<file path="src/rtl/hport_pkg.sv">
// Shared types for the mode-aware I/O port.
// Assumes a two-bit mode code whose upper bit marks external-bus modes.
package hport_pkg;

    typedef enum logic [1:0] {
        HP_MODE_BOOT   = 2'b00,
        HP_MODE_SINGLE = 2'b01,
        HP_MODE_TEST   = 2'b10,
        HP_MODE_EXP    = 2'b11
    } hp_mode_e;

    // True when the mode exposes the external bus (chip selects allowed).
    function automatic logic hp_is_ext(hp_mode_e m);
        return m[1];
    endfunction

endpackage

</file>
<file path="src/rtl/hport_regs.sv">
// Output latch and direction register of the port.
// Assumes a single-cycle write strobe; both registers reset to zero.
module hport_regs #(
    parameter int W        = 8,
    parameter int AW       = 8,
    parameter logic [AW-1:0] LATCH_ADR = 8'h7C,
    parameter logic [AW-1:0] DIR_ADR   = 8'h7D
) (
    input  logic          clk,
    input  logic          rst_n,
    input  logic [AW-1:0] bus_addr,
    input  logic          bus_wr,
    input  logic [W-1:0]  bus_wdata,
    output logic [W-1:0]  latch_q,
    output logic [W-1:0]  dir_q
);

    logic hit_latch, hit_dir;

    // Decode which register a write targets.
    always_comb begin
        hit_latch = bus_wr && (bus_addr == LATCH_ADR);
        hit_dir   = bus_wr && (bus_addr == DIR_ADR);
    end

    // Output latch update.
    always_ff @(posedge clk) begin
        if (!rst_n)         latch_q <= '0;
        else if (hit_latch) latch_q <= bus_wdata;
    end

    // Direction register update.
    always_ff @(posedge clk) begin
        if (!rst_n)       dir_q <= '0;
        else if (hit_dir) dir_q <= bus_wdata;
    end


    latch_wr_chk: assert property (@(posedge clk) disable iff (!rst_n)
        (bus_wr && bus_addr == LATCH_ADR) |=> latch_q == $past(bus_wdata));


    dir_wr_chk: assert property (@(posedge clk) disable iff (!rst_n)
        (bus_wr && bus_addr == DIR_ADR) |=> dir_q == $past(bus_wdata));


    foreign_wr_chk: assert property (@(posedge clk) disable iff (!rst_n)
        (!bus_wr || (bus_addr != LATCH_ADR && bus_addr != DIR_ADR))
        |=> ($stable(latch_q) && $stable(dir_q)));

endmodule

</file>
<file path="src/rtl/hport_readback.sv">
// Read-data multiplexer: mixes pad levels and latch by direction.
// Assumes combinational read, zero for unmapped addresses.
module hport_readback #(
    parameter int W        = 8,
    parameter int AW       = 8,
    parameter logic [AW-1:0] LATCH_ADR = 8'h7C,
    parameter logic [AW-1:0] DIR_ADR   = 8'h7D
) (
    input  logic [AW-1:0] bus_addr,
    input  logic [W-1:0]  latch_q,
    input  logic [W-1:0]  dir_q,
    input  logic [W-1:0]  pad_in,
    output logic [W-1:0]  bus_rdata
);

    logic [W-1:0] mixed;

    // Per-bit source choice for the latch address.
    always_comb begin
        for (int b = 0; b < W; b++)
            mixed[b] = dir_q[b] ? latch_q[b] : pad_in[b];
    end

    // Address decode for read data.
    always_comb begin
        if (bus_addr == LATCH_ADR)    bus_rdata = mixed;
        else if (bus_addr == DIR_ADR) bus_rdata = dir_q;
        else                          bus_rdata = '0;
    end


    always_comb begin
        if (bus_addr != LATCH_ADR && bus_addr != DIR_ADR)
            unmapped_zero_chk: assert (bus_rdata == '0);
    end

endmodule

</file>
<file path="src/rtl/hport_pinmux.sv">
// Per-pin ownership: GPIO, chip-select (upper pins) or PWM (lower pins).
// Assumes chip-select pins occupy CS_LO..W-1 and PWM pins 0..PWM_N-1.
module hport_pinmux #(
    parameter int W          = 8,
    parameter int CS_LO      = 4,
    parameter int PWM_N      = 4,
    parameter bit CS_PRESENT = 1'b1,
    localparam int CS_N      = W - CS_LO
) (
    input  logic             clk,
    input  logic             rst_n,
    input  logic             ext_mode,
    input  logic [W-1:0]     latch_q,
    input  logic [W-1:0]     dir_q,
    input  logic [CS_N-1:0]  cs_en,
    input  logic [CS_N-1:0]  cs_sig,
    input  logic [PWM_N-1:0] pwm_en,
    input  logic [PWM_N-1:0] pwm_sig,
    input  logic [W-1:0]     pu_req,
    output logic [W-1:0]     pad_oe,
    output logic [W-1:0]     pad_out,
    output logic [W-1:0]     pad_pu
);

    logic unused_cs_inputs;
    assign unused_cs_inputs = ^{cs_en, cs_sig, ext_mode};

    for (genvar i = 0; i < W; i++) begin : g_pin
        logic alt_on, alt_val;

        if (CS_PRESENT && i >= CS_LO) begin : g_cs
            // Chip-select takes the pin only in external-bus modes.
            assign alt_on  = ext_mode & cs_en[i-CS_LO];
            assign alt_val = cs_sig[i-CS_LO];
        end else if (i < PWM_N) begin : g_pwm
            // PWM takes the pin in any mode.
            assign alt_on  = pwm_en[i];
            assign alt_val = pwm_sig[i];
        end else begin : g_plain
            assign alt_on  = 1'b0;
            assign alt_val = 1'b0;
        end

        // Pad drive: alternate source wins over the direction bit.
        always_comb begin
            pad_oe[i]  = alt_on | dir_q[i];
            pad_out[i] = alt_on ? alt_val : latch_q[i];
            pad_pu[i]  = pu_req[i] & ~pad_oe[i];
        end

        if (i < PWM_N) begin : g_pwm_chk

            pwm_own_chk: assert property (@(posedge clk) disable iff (!rst_n)
                pwm_en[i] |-> (pad_oe[i] && pad_out[i] == pwm_sig[i]));
        end

        if (i >= CS_LO) begin : g_cs_chk

            cs_gate_chk: assert property (@(posedge clk) disable iff (!rst_n)
                (!ext_mode || !CS_PRESENT) |-> (pad_oe[i] == dir_q[i]));
        end
    end


    pullup_chk: assert property (@(posedge clk) disable iff (!rst_n)
        (pad_pu & pad_oe) == '0);

endmodule

</file>
<file path="src/rtl/hport_io.sv">
// Top of the mode-aware I/O port: mode capture, registers, read path, pin mux.
// Assumes the mode pins are valid while reset is held.
module hport_io
    import hport_pkg::*;
#(
    parameter int W          = 8,
    parameter int AW         = 8,
    parameter int CS_LO      = 4,
    parameter int PWM_N      = 4,
    parameter bit CS_PRESENT = 1'b1,
    parameter logic [AW-1:0] LATCH_ADR = 8'h7C,
    parameter logic [AW-1:0] DIR_ADR   = 8'h7D,
    localparam int CS_N      = W - CS_LO
) (
    input  logic             clk,
    input  logic             rst_n,
    input  logic [1:0]       mode_pins,
    input  logic [AW-1:0]    bus_addr,
    input  logic             bus_wr,
    input  logic [W-1:0]     bus_wdata,
    output logic [W-1:0]     bus_rdata,
    input  logic [W-1:0]     pad_in,
    input  logic [CS_N-1:0]  cs_en,
    input  logic [CS_N-1:0]  cs_sig,
    input  logic [PWM_N-1:0] pwm_en,
    input  logic [PWM_N-1:0] pwm_sig,
    input  logic [W-1:0]     pu_req,
    output logic [W-1:0]     pad_oe,
    output logic [W-1:0]     pad_out,
    output logic [W-1:0]     pad_pu
);

    hp_mode_e     mode_q;
    logic         ext_mode;
    logic [W-1:0] latch_q, dir_q;

    // Capture the operating mode only while reset is held.
    always_ff @(posedge clk) begin
        if (!rst_n) mode_q <= hp_mode_e'(mode_pins);
    end

    assign ext_mode = hp_is_ext(mode_q);

    hport_regs #(.W(W), .AW(AW), .LATCH_ADR(LATCH_ADR), .DIR_ADR(DIR_ADR)) u_regs (
        .clk(clk), .rst_n(rst_n), .bus_addr(bus_addr), .bus_wr(bus_wr),
        .bus_wdata(bus_wdata), .latch_q(latch_q), .dir_q(dir_q)
    );

    hport_readback #(.W(W), .AW(AW), .LATCH_ADR(LATCH_ADR), .DIR_ADR(DIR_ADR)) u_rd (
        .bus_addr(bus_addr), .latch_q(latch_q), .dir_q(dir_q),
        .pad_in(pad_in), .bus_rdata(bus_rdata)
    );

    hport_pinmux #(.W(W), .CS_LO(CS_LO), .PWM_N(PWM_N), .CS_PRESENT(CS_PRESENT)) u_mux (
        .clk(clk), .rst_n(rst_n), .ext_mode(ext_mode), .latch_q(latch_q),
        .dir_q(dir_q), .cs_en(cs_en), .cs_sig(cs_sig), .pwm_en(pwm_en),
        .pwm_sig(pwm_sig), .pu_req(pu_req), .pad_oe(pad_oe),
        .pad_out(pad_out), .pad_pu(pad_pu)
    );


    mode_hold_chk: assert property (@(posedge clk) disable iff (!rst_n)
        1'b1 |=> $stable(mode_q));

endmodule

</file>
<file path="config.mk">
export PLATFORM = sky130hd
export DESIGN_NAME = hport_io
export DESIGN_NICKNAME = d
export VERILOG_FILES = /design/src/rtl/hport_pkg.sv /design/src/rtl/hport_regs.sv /design/src/rtl/hport_readback.sv /design/src/rtl/hport_pinmux.sv /design/src/rtl/hport_io.sv
export SDC_FILE = /design/constraint.sdc
export NUM_CORES = 1
export LEC_CHECK = 0
export ABC_AREA = 1
export BUFFER_PORTS_ARGS = -buffer_cell sky130_fd_sc_hd__buf_2
export CORE_MARGIN = 10
export CORE_UTILIZATION = 42
export CTS_CLUSTER_SIZE = 8
export DETAILED_ROUTE_END_ITERATION = 6
export GPL_TIMING_DRIVEN = 0
export PLACE_DENSITY = 0.9
export SLEW_MARGIN = 40
export SYNTH_ARGS = -nofsm -noshare
export SYNTH_HDL_FRONTEND = slang
export SYNTH_SLANG_ARGS = --single-unit
</file>
<file path="constraint.sdc">
create_clock -name clk -period 1.4 [get_ports clk]
set_clock_uncertainty 0.2 [all_clocks]
set_input_delay 0.14 -clock clk [delete_from_list [all_inputs] [get_ports clk]]
set_output_delay 0.14 -clock clk [all_outputs]
set_load 0.05 [all_outputs]
</file>
Word-level counts from Yosys, hierarchy flattened:

Cells that the tools add are included.

* register bits: 18
* input port bits: 53
* output and inout port bits: 32
* word-level logic and storage cells: 53

* equal/unequal tests: 2
* mux-type cells: 18
* bitwise operators: 28
* reductions and logical operators: 2

Operator list (number)
* $eq A8 B7 Y1 const B: 2
* $mux W1: 16
* $mux W8: 2
* $and A1 B1 Y1: 12
* $not A1 Y1: 8
* $or A1 B1 Y1: 8
* $logic_and A1 B1 Y1: 2

Longest topological paths before layout:

* depth in word-level cells: 4
* mapped depth: 8

By module:

A second synthesis with hierarchy kept.

* cells, all modules: 259
* area total of the unflattened synthesis: 1539.0 um2

By module, submodules not included
* hport_regs: times used 1, cells an instance 136, area each 902.1 um2
* hport_readback: times used 1, cells an instance 68, area each 321.6 um2
* hport_pinmux: times used 1, cells an instance 53, area each 281.5 um2
* hport_io: times used 1, cells an instance 2, area each 33.8 um2

Least setup slack after synthesis:

OpenSTA, ideal clock, no wires.

* kind: register -> output
* start: register mode_q[1]
* end: output port pad_pu[4]
* data arrival time: 1.594 ns
* path slack: -0.534 ns
* cell stages (with the launch flop): 4
* path buffers: 0
* path through: edfxtp_1 nand2_1 nand2_1 nor2_1

* cells in the longest elaborated chain, start to end: 4

RTL lines
* start, declared: line hport_io.sv:33 `hp_mode_e mode_q;`
* start signal, assigned: line hport_io.sv:39 `if (!rst_n) mode_q <= hp_mode_e'(mode_pins);`
* $and A1 B1 Y1: line hport_pinmux.sv:33 `assign alt_on = ext_mode & cs_en[i-CS_LO];`
* $or A1 B1 Y1: line hport_pinmux.sv:46 `pad_oe[i] = alt_on | dir_q[i];`
* via pad_oe[4]: line hport_io.sv:28 `output logic [W-1:0] pad_oe,`
* $not A1 Y1: line hport_pinmux.sv:48 `pad_pu[i] = pu_req[i] & ~pad_oe[i];`
* $and A1 B1 Y1: line hport_pinmux.sv:48
* end, declared: line hport_io.sv:30 `output logic [W-1:0] pad_pu`

The timed path passes the listed nets, and every way through them passes these cells.

Final worst setup path:

* start: register mode_q[1]
* end: output port pad_pu[5]

* cells in the longest elaborated chain, start to end: 4

RTL lines (line)
* $and A1 B1 Y1: hport_pinmux.sv:33
* $or A1 B1 Y1: hport_pinmux.sv:46
* $not A1 Y1: hport_pinmux.sv:48
* $and A1 B1 Y1: hport_pinmux.sv:48

Every way passes these cells.

==> impl_metrics.xml <==
<?xml version="1.0" encoding="UTF-8"?>
<metrics>
  <group name="synthesis">
    <metric name="syn-instance-count" unit="">223</metric>
    <metric name="synth_top_family_by_area" unit="">simple AND/OR/NAND/NOR gates</metric>
    <metric name="synth-seq-area-share" unit="%">26.8</metric>
    <metric name="post_synth_instance_area" unit="mm^2">0.00131</metric>
    <metric name="yosys.cell_count.top_type" unit="">sky130_fd_sc_hd__nand2_1</metric>
    <metric name="syn_nets" unit="">276</metric>
    <metric name="postSynthAreaPerCell" unit="um^2">5.86</metric>
    <metric name="synth_commonest_cells" unit="">64 x sky130_fd_sc_hd__nand2_1, 53 x sky130_fd_sc_hd__inv_1, 29 x sky130_fd_sc_hd__nor2_1, 16 x sky130_fd_sc_hd__dfxtp_1, 16 x sky130_fd_sc_hd__nand4_1</metric>
    <metric name="synth.area.top_cells" unit="">sky130_fd_sc_hd__dfxtp_1 25%, sky130_fd_sc_hd__nand2_1 18%, sky130_fd_sc_hd__inv_1 15%</metric>
    <metric name="synth.largest_area_cell" unit="">sky130_fd_sc_hd__dfxtp_1</metric>
    <metric name="ys_warn_count" unit="">0</metric>
    <metric name="post_synth_and_or_nand_nor_area_fraction" unit="%">43.5</metric>
    <metric name="ys.flop_type" unit="">sky130_fd_sc_hd__dfxtp_1</metric>
    <metric name="asyncSetResetFlopFracSynth" unit="%">0</metric>
    <metric name="synth.ff_latch_count" unit="">17</metric>
    <metric name="synth.area.mux_share" unit="%">0</metric>
    <metric name="top_cell_type_s_share_of_synthesized_area" unit="%">24.5</metric>
    <metric name="post_synth_xor_area_fraction" unit="%">0</metric>
    <metric name="yosys.cell_types.count" unit="">23</metric>
    <metric name="synth_enable_flop_cells" unit="">1</metric>
    <metric name="yosys.area_share.adder" unit="%">0</metric>
    <metric name="synth_compound_gate_area_share" unit="%">9.10</metric>
  </group>
  <group name="floorplan">
    <metric name="die-width" unit="um">75.8</metric>
    <metric name="floorplan.io_pins" unit="">85</metric>
    <metric name="fp-row-count" unit="">20</metric>
    <metric name="design.core.area" unit="mm^2">0.00300</metric>
    <metric name="floorplan.initialDensity" unit="%">43.5</metric>
    <metric name="fp.dieArea" unit="mm^2">0.00574</metric>
    <metric name="chipHeight" unit="um">75.8</metric>
  </group>
  <group name="route">
    <metric name="routed-via-count" unit="">1841</metric>
    <metric name="finalWirelength" unit="um">5480</metric>
    <metric name="drt-wirelength-per-cell" unit="um">15.0</metric>
    <metric name="drt.antenna.violating_nets" unit="">0</metric>
    <metric name="drt_iter0_drc" unit="">88</metric>
    <metric name="vias_per_cell" unit="">5.03</metric>
    <metric name="remaining_drc_errors" unit="">0</metric>
    <metric name="dr.pass1.iters" unit="">4</metric>
  </group>
  <group name="grt">
    <metric name="grt_max_degree" unit="">11</metric>
    <metric name="grtUsageTotal" unit="%">17.3</metric>
    <metric name="grt_pass1_wl" unit="um">7880</metric>
    <metric name="first_global_vias" unit="">1796</metric>
    <metric name="grt-ovfl-total" unit="">0</metric>
    <metric name="grt_antenna_before_repair" unit="">0</metric>
  </group>
  <group name="finish">
    <metric name="layout.nets" unit="">387</metric>
    <metric name="fill_cells" unit="">199</metric>
    <metric name="regArea" unit="um^2">365</metric>
    <metric name="footprint_of_the_multi_input_gates" unit="um^2">907</metric>
    <metric name="post_route_cells_drive_above_1_share" unit="%">56.5</metric>
    <metric name="antenna_cells_inserted" unit="">0</metric>
    <metric name="areaGrowthSynthToFinish" unit="%">87.0</metric>
  </group>
  <group name="setup_path">
    <metric name="cp_top_family" unit="">flip-flops</metric>
    <metric name="timing.critical_path.required" unit="ns">1.06</metric>
    <metric name="critical_path.reg2reg.startpoint" unit="">u_regs.dir_q[5]</metric>
    <metric name="start_kind" unit="">flip-flop</metric>
    <metric name="worst_setup_path_end_kind" unit="">output port</metric>
    <metric name="reg2reg_to" unit="">u_regs.dir_q[5]</metric>
    <metric name="regToRegSetupSlack" unit="ns">0.28</metric>
    <metric name="crit_arrival" unit="ns">1.33</metric>
    <metric name="cp_slowest_stage_delay" unit="ns">0.49</metric>
    <metric name="timing.critical_path.cells" unit="">nand2_2 &gt; nand2_4 &gt; nor2_4 &gt; buf_6</metric>
    <metric name="critical_path.n_buffers_inverters" unit="">1</metric>
    <metric name="reg2regPathDepth" unit="">6</metric>
    <metric name="worst_path_max_delay_cell" unit="">sky130_fd_sc_hd__edfxtp_1</metric>
    <metric name="cp_max_fo" unit="">4</metric>
    <metric name="timing.setup.critical_path_class" unit="">reg2out</metric>
  </group>
  <group name="placed_design">
    <metric name="dp_worst_setup_slack" unit="ns">-0.226</metric>
    <metric name="io_buffer_count" unit="">81</metric>
    <metric name="routabilityCongestion" unit="">0.801</metric>
    <metric name="dpl.hpwl" unit="um">3400</metric>
  </group>
  <group name="timing">
    <metric name="worst_slack" unit="ns">-0.265</metric>
    <metric name="worst_hold_slack" unit="ns">-0.00497</metric>
    <metric name="rel_slew_slack" unit="%">85.3</metric>
    <metric name="final_hold_viol_count" unit="">2</metric>
    <metric name="period_needed" unit="ns">1.67</metric>
    <metric name="drv_slew" unit="">0</metric>
    <metric name="fmaxAchievable" unit="MHz">600</metric>
    <metric name="worst_slew_pin_slew" unit="ns">0.220</metric>
    <metric name="period_share" unit="%">119</metric>
    <metric name="grt_setup_unrepaired" unit="">true</metric>
    <metric name="finalSetupViolations" unit="">27</metric>
  </group>
  <group name="cts">
    <metric name="clkTransAtPathRegs" unit="ns">0.11</metric>
    <metric name="tritoncts_num_sinks" unit="">17</metric>
    <metric name="cts_tree" unit="">yes</metric>
    <metric name="cts_htree_levels" unit="">1</metric>
    <metric name="clock_tree_root" unit="">sky130_fd_sc_hd__clkbuf_4</metric>
    <metric name="clock_insertion_delay_worst_skew" unit="ns">0.30</metric>
    <metric name="cts_buffers" unit="">3</metric>
    <metric name="clock_buffer_depth" unit="">2</metric>
  </group>
  <group name="run_status">
    <metric name="violated_checks" unit="">negative hold slack, negative setup slack</metric>
    <metric name="outcome" unit="">finished with violations</metric>
  </group>
  <group name="job">
    <metric name="maxCapViolations" unit="">0</metric>
  </group>
  <group name="hold_path">
    <metric name="whs_endpoint" unit="">u_regs.latch_q[2]</metric>
    <metric name="hold_path_class" unit="">in2reg</metric>
    <metric name="worst_hold_startpoint" unit="">bus_wdata[2]</metric>
    <metric name="whs_path_depth" unit="">5</metric>
  </group>
  <group name="power_and_ir_drop">
    <metric name="vdd.ir_drop.worst" unit="mV">0.336</metric>
    <metric name="leakage" unit="nW">1.31</metric>
    <metric name="power.density_cell_area" unit="mW/mm^2">544</metric>
  </group>
</metrics>
[worst min-delay path: stages]
cell,delay [ns]
sky130_fd_sc_hd__buf_2,0.07
sky130_fd_sc_hd__inv_1,0.04
sky130_fd_sc_hd__nand4_1,0.08
sky130_fd_sc_hd__nand2_1,0.05
sky130_fd_sc_hd__nor2_1,0.08
[worst max path at each step]
stage | slack (ns) | from | cells past startpoint | endpoint
6_report | -0.27 | mode_q[1] | 4 | pad_pu[5]
5_1_grt | -0.32 | mode_q[1] | 4 | pad_pu[6]
4_1_cts | -0.25 | mode_q[1] | 4 | pad_out[5]
3_5_place_dp | -0.23 | bus_addr[7] | 10 | bus_rdata[4]
3_3_place_gp | -0.20 | bus_addr[7] | 10 | bus_rdata[4]
2_1_floorplan | -0.31 | mode_q[1] | 3 | pad_pu[4]
[per-layer routing]
metal	wire, um	part of all wire (%)	GRT usage [%]
met1	1790	33	17.1
met3	570	10	4.95
met4	95	1.7	5.36
met2	3020	55	33.7
met5	0	0	0
[state kept, by name (all words and copies together), names as in the netlist]
register,flops
u_regs.latch_q,8
u_regs.dir_q,8
mode_q,1
[cells in the final DEF, fill, tap and decap left out, types with 2 or more instances in the layout]
cell and instances:
sky130_fd_sc_hd__buf_2 52, sky130_fd_sc_hd__nor2_1 17, sky130_fd_sc_hd__inv_1 39, sky130_fd_sc_hd__nand2_2 10, sky130_fd_sc_hd__or2_4 4, sky130_fd_sc_hd__inv_2 10
sky130_fd_sc_hd__buf_8 7, sky130_fd_sc_hd__o21ai_2 12, sky130_fd_sc_hd__a21oi_4 3, sky130_fd_sc_hd__dfxtp_2 12, sky130_fd_sc_hd__nand3_2 2, sky130_fd_sc_hd__nand2_4 5
sky130_fd_sc_hd__inv_4 4, sky130_fd_sc_hd__dlygate4sd3_1 6, sky130_fd_sc_hd__nor2_2 3, sky130_fd_sc_hd__clkbuf_4 3, sky130_fd_sc_hd__nand2_1 52, sky130_fd_sc_hd__clkbuf_1 2
sky130_fd_sc_hd__dfxtp_1 4, sky130_fd_sc_hd__buf_6 24, sky130_fd_sc_hd__o21ai_1 7, sky130_fd_sc_hd__buf_4 22, sky130_fd_sc_hd__nor2_4 11, sky130_fd_sc_hd__nand4_1 16
[cell families (layout without fill, tap and decap cells)]
group / after synthesis / in the layout
compound gates: 23 / 23
simple gates: 122 / 122
buf+inv: 61 / 171
flops: 17 / 17
[report_power, final]
| group | switching, mW | internal (mW) |
|---|---|---|
| Clock | 0.162 | 0.111 |
| Combinational | 0.337 | 0.224 |
| Sequential | 0.00450 | 0.491 |
[cell type report]
| class | instances | area share, % |
|---|---|---|
| multi-input combinational | 145 | 37.1 |
| tap | 33 | 1.69 |
| sequential | 17 | 15.0 |
| clock buffer | 4 | 1.08 |
| timing repair buffer | 106 | 33.6 |
| buffer | 7 | 2.66 |
| inverter | 54 | 8.91 |
[through the flow]
stage | power [mW] | instances | util, % | area, um^2 | setup TNS (ns)
after CTS | 1.29 | 360 | 76.8 | 2310 | -3.24
after detailed placement | 0.941 | 337 | 62.1 | 1860 | -1.95
after global placement | 0.933 | 337 | 62.1 | 1860 | -1.71
after global routing | 1.38 | 366 | 81.3 | 2440 | -5.10
after floorplan | 0.809 | 223 | - | 1420 | -2.77
final | 1.33 | 366 | 81.3 | 2440 | -3.74
[repair_timing]
| action | in CTS | in global routing |
|---|---|---|
| setup buffers | 13 | 6 |
| gates cloned | 0 | 0 |
| hold endpoints to repair | 2 | 0 |
| hold buffers | 6 | 0 |
| gates resized for setup | 105 | 35 |
| setup endpoints to repair | 30 | 32 |
| pin swaps | 16 | 11 |
No activity file was read; power rests on OpenSTA's default activity.
